$ cat src/rtl/sr_pkg.sv
package sr_pkg;

    typedef enum logic [1:0] {
        PER_LONG  = 2'b00,
        PER_MID   = 2'b01,
        PER_SHORT = 2'b10,
        PER_OFF   = 2'b11
    } period_e;

    typedef struct packed {
        logic scl;
        logic sda;
        logic armed;
    } bus_st_t;

endpackage

$ cat src/rtl/sr_bus_mon.sv
module sr_bus_mon
    import sr_pkg::*;
(
    input  logic clk,
    input  logic por_n,
    input  logic clr,
    input  logic scl_in,
    input  logic sda_in,
    output logic kick
);
    bus_st_t st_d, st_q;
    logic    start_c, stop_c;

    always_comb begin
        st_d     = st_q;
        st_d.scl = scl_in;
        st_d.sda = sda_in;
        start_c  = st_q.scl && scl_in && st_q.sda && !sda_in;
        stop_c   = st_q.scl && scl_in && !st_q.sda && sda_in;
        kick     = 1'b0;
        if (clr) begin
            st_d.armed = 1'b0;
        end else if (start_c) begin
            st_d.armed = 1'b1;
        end else if (stop_c && st_q.armed) begin
            kick       = 1'b1;
            st_d.armed = 1'b0;
        end
    end

    always_ff @(posedge clk or negedge por_n) begin
        if (!por_n) st_q <= '{scl: 1'b1, sda: 1'b1, armed: 1'b0};
        else        st_q <= st_d;
    end
endmodule

$ cat src/rtl/sr_hold.sv
module sr_hold #(
    parameter int HOLD_TICKS = 200,
    parameter int CW         = $clog2(HOLD_TICKS + 1)
) (
    input  logic clk,
    input  logic por_n,
    input  logic tick,
    input  logic supply_low,
    input  logic retrig,
    output logic rst_act
);
    typedef struct packed {
        logic          active;
        logic [CW-1:0] cnt;
    } hold_t;

    hold_t h_d, h_q;

    always_comb begin
        h_d = h_q;
        if (supply_low || retrig) begin
            h_d.active = 1'b1;
            h_d.cnt    = '0;
        end else if (h_q.active && tick) begin
            if (h_q.cnt == CW'(HOLD_TICKS - 1)) begin
                h_d.active = 1'b0;
                h_d.cnt    = '0;
            end else begin
                h_d.cnt = h_q.cnt + 1'b1;
            end
        end
    end

    always_ff @(posedge clk or negedge por_n) begin
        if (!por_n) h_q <= '{active: 1'b1, cnt: '0};
        else        h_q <= h_d;
    end

    assign rst_act = h_q.active || supply_low;
endmodule

$ cat src/rtl/sr_wdog.sv
module sr_wdog
    import sr_pkg::*;
#(
    parameter int T_LONG  = 1400,
    parameter int T_MID   = 600,
    parameter int T_SHORT = 200,
    parameter int CW      = 11
) (
    input  logic          clk,
    input  logic          por_n,
    input  logic          tick,
    input  logic          kick,
    input  logic          hold,
    input  logic [1:0]    period_sel,
    output logic          expire,
    output logic [CW-1:0] cnt
);
    typedef struct packed {
        period_e       sel;
        logic [CW-1:0] cnt;
    } wd_t;

    wd_t           w_d, w_q;
    logic [CW-1:0] limit;

    always_comb begin
        case (w_q.sel)
            PER_LONG:  limit = CW'(T_LONG);
            PER_MID:   limit = CW'(T_MID);
            PER_SHORT: limit = CW'(T_SHORT);
            default:   limit = '1;
        endcase
    end

    always_comb begin
        w_d    = w_q;
        expire = 1'b0;
        if (hold || kick) begin
            w_d.cnt = '0;
            w_d.sel = period_e'(period_sel);
        end else if (w_q.sel != PER_OFF && tick) begin
            if (w_q.cnt == limit - 1'b1) begin
                expire  = 1'b1;
                w_d.cnt = '0;
            end else begin
                w_d.cnt = w_q.cnt + 1'b1;
            end
        end
    end

    always_ff @(posedge clk or negedge por_n) begin
        if (!por_n) w_q <= '{sel: PER_OFF, cnt: '0};
        else        w_q <= w_d;
    end

    assign cnt = w_q.cnt;
endmodule

$ cat src/rtl/rst_supervisor.sv
module rst_supervisor #(
    parameter int HOLD_TICKS     = 200,
    parameter int WD_TICKS_LONG  = 1400,
    parameter int WD_TICKS_MID   = 600,
    parameter int WD_TICKS_SHORT = 200
) (
    input  logic       clk,
    input  logic       por_n,
    input  logic       tick_ms,
    input  logic       supply_low,
    input  logic       scl_in,
    input  logic       sda_in,
    input  logic [1:0] period_sel,
    output logic       rst_out_n,
    output logic       rst_out
);
    localparam int WD_MAX01 = (WD_TICKS_LONG > WD_TICKS_MID) ? WD_TICKS_LONG : WD_TICKS_MID;
    localparam int WD_MAX   = (WD_MAX01 > WD_TICKS_SHORT) ? WD_MAX01 : WD_TICKS_SHORT;
    localparam int WD_CW    = $clog2(WD_MAX + 1);
    localparam int HOLD_CW  = $clog2(HOLD_TICKS + 1);

    logic             rst_act;
    logic             kick;
    logic             wd_expire;
    logic [WD_CW-1:0] wd_cnt;

    sr_bus_mon u_bus (
        .clk    (clk),
        .por_n  (por_n),
        .clr    (rst_act),
        .scl_in (scl_in),
        .sda_in (sda_in),
        .kick   (kick)
    );

    sr_wdog #(
        .T_LONG  (WD_TICKS_LONG),
        .T_MID   (WD_TICKS_MID),
        .T_SHORT (WD_TICKS_SHORT),
        .CW      (WD_CW)
    ) u_wd (
        .clk        (clk),
        .por_n      (por_n),
        .tick       (tick_ms),
        .kick       (kick),
        .hold       (rst_act),
        .period_sel (period_sel),
        .expire     (wd_expire),
        .cnt        (wd_cnt)
    );

    sr_hold #(
        .HOLD_TICKS (HOLD_TICKS),
        .CW         (HOLD_CW)
    ) u_hold (
        .clk        (clk),
        .por_n      (por_n),
        .tick       (tick_ms),
        .supply_low (supply_low),
        .retrig     (wd_expire),
        .rst_act    (rst_act)
    );

    assign rst_out   = rst_act;
    assign rst_out_n = ~rst_act;
endmodule

$ cat config.mk
export PLATFORM = sky130hd
export DESIGN_NAME = rst_supervisor
export DESIGN_NICKNAME = d
export VERILOG_FILES = /design/src/rtl/sr_pkg.sv /design/src/rtl/sr_bus_mon.sv /design/src/rtl/sr_hold.sv /design/src/rtl/sr_wdog.sv /design/src/rtl/rst_supervisor.sv
export SDC_FILE = /design/constraint.sdc
export NUM_CORES = 1
export LEC_CHECK = 0
export BUFFER_PORTS_ARGS = -buffer_cell sky130_fd_sc_hd__buf_2
export CAP_MARGIN = 20
export CORE_MARGIN = 4
export CORE_UTILIZATION = 30
export DETAILED_ROUTE_END_ITERATION = 12
export SLEW_MARGIN = 0
export SYNTH_ARGS = -nofsm -noshare
export SYNTH_HDL_FRONTEND = slang
export SYNTH_SLANG_ARGS = --single-unit
$ cat constraint.sdc
create_clock -name clk -period 5.4 [get_ports clk]
set_clock_uncertainty 0.05 [all_clocks]
set_input_delay 0.27 -clock clk [delete_from_list [all_inputs] [get_ports clk]]
set_output_delay 0.27 -clock clk [all_outputs]
set_load 0.02 [all_outputs]
* Word level (Yosys, flattened, before mapping) *
Cells that the tools add are included.
Widths: inputs -> output; s select.

operators by class
  add/subtract/negate cells = 3
  equal/unequal tests = 5
  multiplexer cells = 17
  bitwise logic cells = 1
  reduce and logical (&&, ||, !) cells = 19

operators with widths
  cell                   number
  $mux 11                3
  $pmux 11 s3            1
  $mux 9                 2
  $add 11x1->11 const B  1
  $eq 11x11->1           1
  $sub 11x1->11 const B  1
  $mux 1                 10
  $add 8x1->8 const B    1
  $eq 8x8->1 const B     1
  $logic_and 1x1->1      8
  $mux 8                 1
  $reduce_bool 2->1      3
  $logic_or 1x1->1       3
  $reduce_bool 3->1      1
  $eq 2x1->1 const B     1
  $eq 2x2->1 const B     1
  $logic_not 1->1        2
  $logic_not 2->1        1
  $ne 2x2->1 const B     1
  $reduce_and 2->1       1
  $not 1->1              1

storage, ports and cells
  bits in registers = 25

* Depth between registers and ports, before layout *
  word-level depth = 12
  mapped depth = 8
  gate-level depth less buffers = 7

* Cells and area by module *
A second synthesis with hierarchy kept.

second synthesis, totals
  cell total of the unflattened synthesis = 161
  area total of the unflattened synthesis = 1505.2 um^2

modules (own cells, without submodules)
  module          times used  cells each  area each (um^2)
  sr_wdog         1           97          879.6
  sr_hold         1           53          508.0
  sr_bus_mon      1           10          113.9
  rst_supervisor  1           1           3.8

* Worst setup path after synthesis *
No wires, ideal clock.

  kind = reg-to-reg
  start point = register u_wd.w_q[11] (netlist name)
  end point = register u_hold.h_q[0] (netlist name)
  arrival = 2.181 ns
  required time = 5.216 ns
  setup slack = 3.035 ns
  cell stages (with the launch flop) = 9
  path buffers = 1
  path through = dfstp_2 > inv_1 > ha_1 > or3_4 > a211oi_4 > nand3_2 > buf_6 > o31ai_4 > nor2_1

on the way
  word-level cells in the longest chain between the ends = 9
  elaborated cells between the ends (all ways) = 14

ends and longest elaborated chain
  element                                      RTL line       RTL
  start, declared                              sr_wdog.sv:23  wd_t w_d, w_q;
  start signal, assigned                       sr_wdog.sv:52  if (!por_n) w_q <= '{sel: PER_OFF, cnt: '0};
  start signal, assigned                       sr_wdog.sv:53  else w_q <= w_d;
  $eq 2x2->1, or another cell as far along     sr_wdog.sv:27  case (w_q.sel)
  $pmux 11 s3                                  sr_wdog.sv:27
  $sub 11x1->11                                sr_wdog.sv:42  if (w_q.cnt == limit - 1'b1) begin
  $eq 11x11->1                                 sr_wdog.sv:42
  $mux 1                                       sr_wdog.sv:42
  $mux 1 *                                     sr_wdog.sv:41  end else if (w_q.sel != PER_OFF && tick) begin
  $mux 1 *                                     sr_wdog.sv:38  if (hold || kick) begin
  $logic_or 1x1->1 *                           sr_hold.sv:21  if (supply_low || retrig) begin
  $mux 9 or $reduce_bool 2->1 (tied branches)  --
  end signal, assigned                         sr_hold.sv:35  if (!por_n) h_q <= '{active: 1'b1, cnt: '0};
  end, declared                                sr_hold.sv:17  hold_t h_d, h_q;

Mark *: on every way between the ends. The rest lies on a longest branch, timed or not.
A chain may end at the register's enable or synchronous reset.

* Worst setup path after layout *
  start point = register u_wd.w_q[11] (netlist name)
  end point = register u_hold.h_q[4] (netlist name)

The elaborated chain is that of the path after synthesis.

==> results.json <==
{
  "status": "finished, final reports clean",
  "fp.dieH_um": 77.4,
  "pwr_density_cell_nw_per_um2": 209,
  "crit_type": "register to register",
  "grt_pass1_vias": 1077,
  "synth_area_leaders": "dfrtp_1 35%, dfstp_2 9.1%, nand3_1 5.9%",
  "cp.arrival_ps": 2730,
  "placed_area_um2": 1540,
  "ys_seq_area_frac": 0.437,
  "syn_inst": 157,
  "drv_cap": 0,
  "diodes": 0,
  "wirelength_um": 2790,
  "worst_slack_ps": 2770,
  "finalCritPeriodShare": 0.486,
  "comb_power_share": 0.079,
  "clk_path_buf_depth": 2,
  "power_frac_seq": 0.577,
  "ios": 10,
  "synthToLayoutAreaGrowth_pct": 10.6,
  "p_switching_mw": 0.0812,
  "finalNonFillerCells": 220,
  "num_rows": 24,
  "met3_usage": 0.0208,
  "start_util": 0.321,
  "hold_slack_ps": 52.2,
  "critPathRequiredTime_ps": 5500,
  "setup_viol": 0,
  "crit_path_max_fanout": 12,
  "gr-usage-met1": 0.133,
  "endpoint_kind": "register",
  "p_int_mw": 0.253,
  "synth.avg_cell_area_um2": 9.20,
  "startpoint_type": "register",
  "dr.pass1.iters": 4,
  "antenna_found_initial": 0,
  "slowest_delay_ps": 560,
  "seq_area_um2": 632,
  "slew_headroom": 0.636,
  "use_met2": 0.166,
  "numCtsBuffers": 3,
  "grt_pass1_wl_um": 4930,
  "rsz0062_at_grt": "false",
  "cts_resized": 0,
  "dpl_worst_slack_ps": 2740,
  "place_hpwl_um": 2010,
  "vias": 1134,
  "synth_area_um2": 1450,
  "grt_overflow": 0,
  "cts-root-buf": "clkbuf_8",
  "clkLatencyLatePin_ps": 270,
  "numPortBuffers": 9,
  "wl_per_cell_um": 12.7,
  "cp_slowest_cell": "dfstp_2",
  "ir_drop_mv": 0.193,
  "netSwitchingFraction": 0.243,
  "fin_total_pwr_mw": 0.335,
  "hold_path.class": "primary input to register",
  "dp_cells": 215,
  "dieWidth_um": 77.4,
  "synth_largest_area_cell": "dfrtp_1",
  "crit_buf_inv": 1,
  "fin_tns_setup_ps": 0,
  "vias_per_cell": 5.15,
  "leakagePower_nw": 0.634,
  "synth_top_area_share": 0.346,
  "syn-num-nets": 170,
  "post-route-cell-area_um2": 1600,
  "path_clk_slew_ps": 90,
  "ant_nets": 0,
  "htree_levels": 1,
  "critical_path.top_delay_family": "compound AO/OA/AOI/OAI gates",
  "pwr-share-clk": 0.344,
  "clock-sinks": 25,
  "dieArea_um2": 5990,
  "nNetsFinal": 182,
  "grt_max_degree": 26,
  "gp_congestion": 0.770,
  "n_fill_cell": 445,
  "timing.fmax_ghz": 0.381,
  "grt_most_used_layer": "met2",
  "worst_pin_slew_ps": 546,
  "finalMaxSlewViolations": 0,
  "track_usage": 0.101,
  "crit_chain": "inv_1 > ha_1 > or3_4 > a211oi_4 > nand3_2 > o31ai_4 > nor2_1",
  "drtIter0Drc": 30,
  "hold_viol": 0,
  "yosysWarnings": 0,
  "ys_types": 40,
  "drive_gt1_frac": 0.179,
  "coreArea_um2": 4500,
  "multi_input_area_um2": 779,
  "yosys_register_bits": 25,
  "fin_util": 0.355,
  "drc_errors": 0,
  "fin_crit_ps": 2630,
  "tritoncts": "yes"
}
layer usage:
layer | part of all wire | vias to the layer above
li1 | - | 582
met1 | 0.51 | 541
met2 | 0.46 | 7
met3 | 0.016 | 4
met4 | 0.013 | 0
met5 | 0 | -
cells by family (layout without fill, tap and decap cells):
logic type / count (synthesis) / in the layout / synth area share
flip-flops: 25 / 25 / 0.437
adder cells (fa/ha/maj): 5 / 5 / 0.0433
AND/OR/NAND/NOR: 81 / 81 / 0.295
XOR/XNOR: 7 / 7 / 0.0424
AO/OA/AOI/OAI: 31 / 31 / 0.151
multiplexers: 1 / 1 / 0.00779
buffers and inverters: 7 / 18 / 0.0234
final cells by class:
class / instances / share of cell area
Sequential cell: 25 / 0.395
Tap cell: 52 / 0.0407
Clock inverter: 1 / 0.00469
Clock buffer: 3 / 0.0258
Timing Repair Buffer: 11 / 0.0391
Multi-Input combinational cell: 125 / 0.487
Inverter: 3 / 0.00704
cells in the final DEF, fill, tap and decap left out, types with 5 or more instances in the layout:
master,Yosys,routed
ha_1,5,5
a21oi_1,10,10
nor2_1,13,13
dfstp_2,5,5
dfrtp_1,20,20
nand2_1,22,22
nand3_1,17,17
and3_1,5,5
buf_2,0,9
a31oi_1,8,8
registers in the layout, summed over array words and instances (netlist names):
| register | count |
|---|---|
| u_wd.cnt | 11 |
| u_hold.h_q | 9 |
| u_bus.st_q | 3 |
| u_wd.w_q | 2 |
Yosys cell counts:
master    count
or4b_2        2
nand4_1       1
or2_2         1
a21o_1        1
or3_1         1
xor2_1        3
inv_1         3
buf_6         1
or3_2         1
nand3_1      17
a21oi_1      10
a31o_2        1
nand3_2       1
o21ai_0       3
o22ai_1       2
clkbuf_1      3
nor4b_1       1
or2_0         1
xnor2_1       4
nor2_1       13
dfrtp_1      20
or2b_4        1
and3_1        5
or3b_1        1
or3_4         1
dfstp_2       5
nand3b_1      2
nand2_1      22
nor3_1        4
a311oi_1      2
or4b_1        1
o211a_1       1
and2_1        2
a211oi_4      1
o31ai_4       1
mux2_2        1
nor2b_1       3
a31oi_1       8
o21ai_1       1
ha_1          5
worst paths after layout:
check,from,depth (start not counted),slack [ps],endpoint
setup / recovery,u_wd.w_q[11]$_DFFE_PN1N_,7,2770,u_hold.h_q[4]$_DFFE_PN0P_
hold reg to reg,u_hold.h_q[8]$_DFFE_PN1P_,1,490,u_hold.h_q[8]$_DFFE_PN1P_
max in group asynchronous,por_n,2,4470,u_bus.st_q[1]$_DFF_PN1_
setup reg to reg,u_wd.w_q[11]$_DFFE_PN1N_,7,2770,u_hold.h_q[4]$_DFFE_PN0P_
hold / removal,scl_in,1,50,u_bus.st_q[2]$_DFF_PN1_
min in group asynchronous,por_n,2,450,u_bus.st_q[0]$_DFFE_PN0P_
power by group through the flow:
stage	logic, mW	registers, mW	clock network (mW)
2_1_floorplan	0.0169	0.196	0
3_3_place_gp	0.0264	0.197	0
3_5_place_dp	0.0265	0.197	0
4_1_cts	0.0271	0.193	0.120
5_1_grt	0.0310	0.194	0.127
6_report	0.0264	0.193	0.115
worst reg2reg max path, delay by kind of cell, from the launching register on:
family,cells,cell delay [ps]
adders and majority gates,1,340
buffers and inverters,1,70
AOI/OAI and AO/OA,2,760
and+or+nand+nor,3,730
DFF,1,560
what timing repair did:
action | in CTS | in global routing
setup buffers | 0 | 0
endpoints found under the setup margin | 0 | 0
endpoints found under the hold margin | 20 | 0
hold buffers | 1 | 0
(Power assumes the default switching activity.)
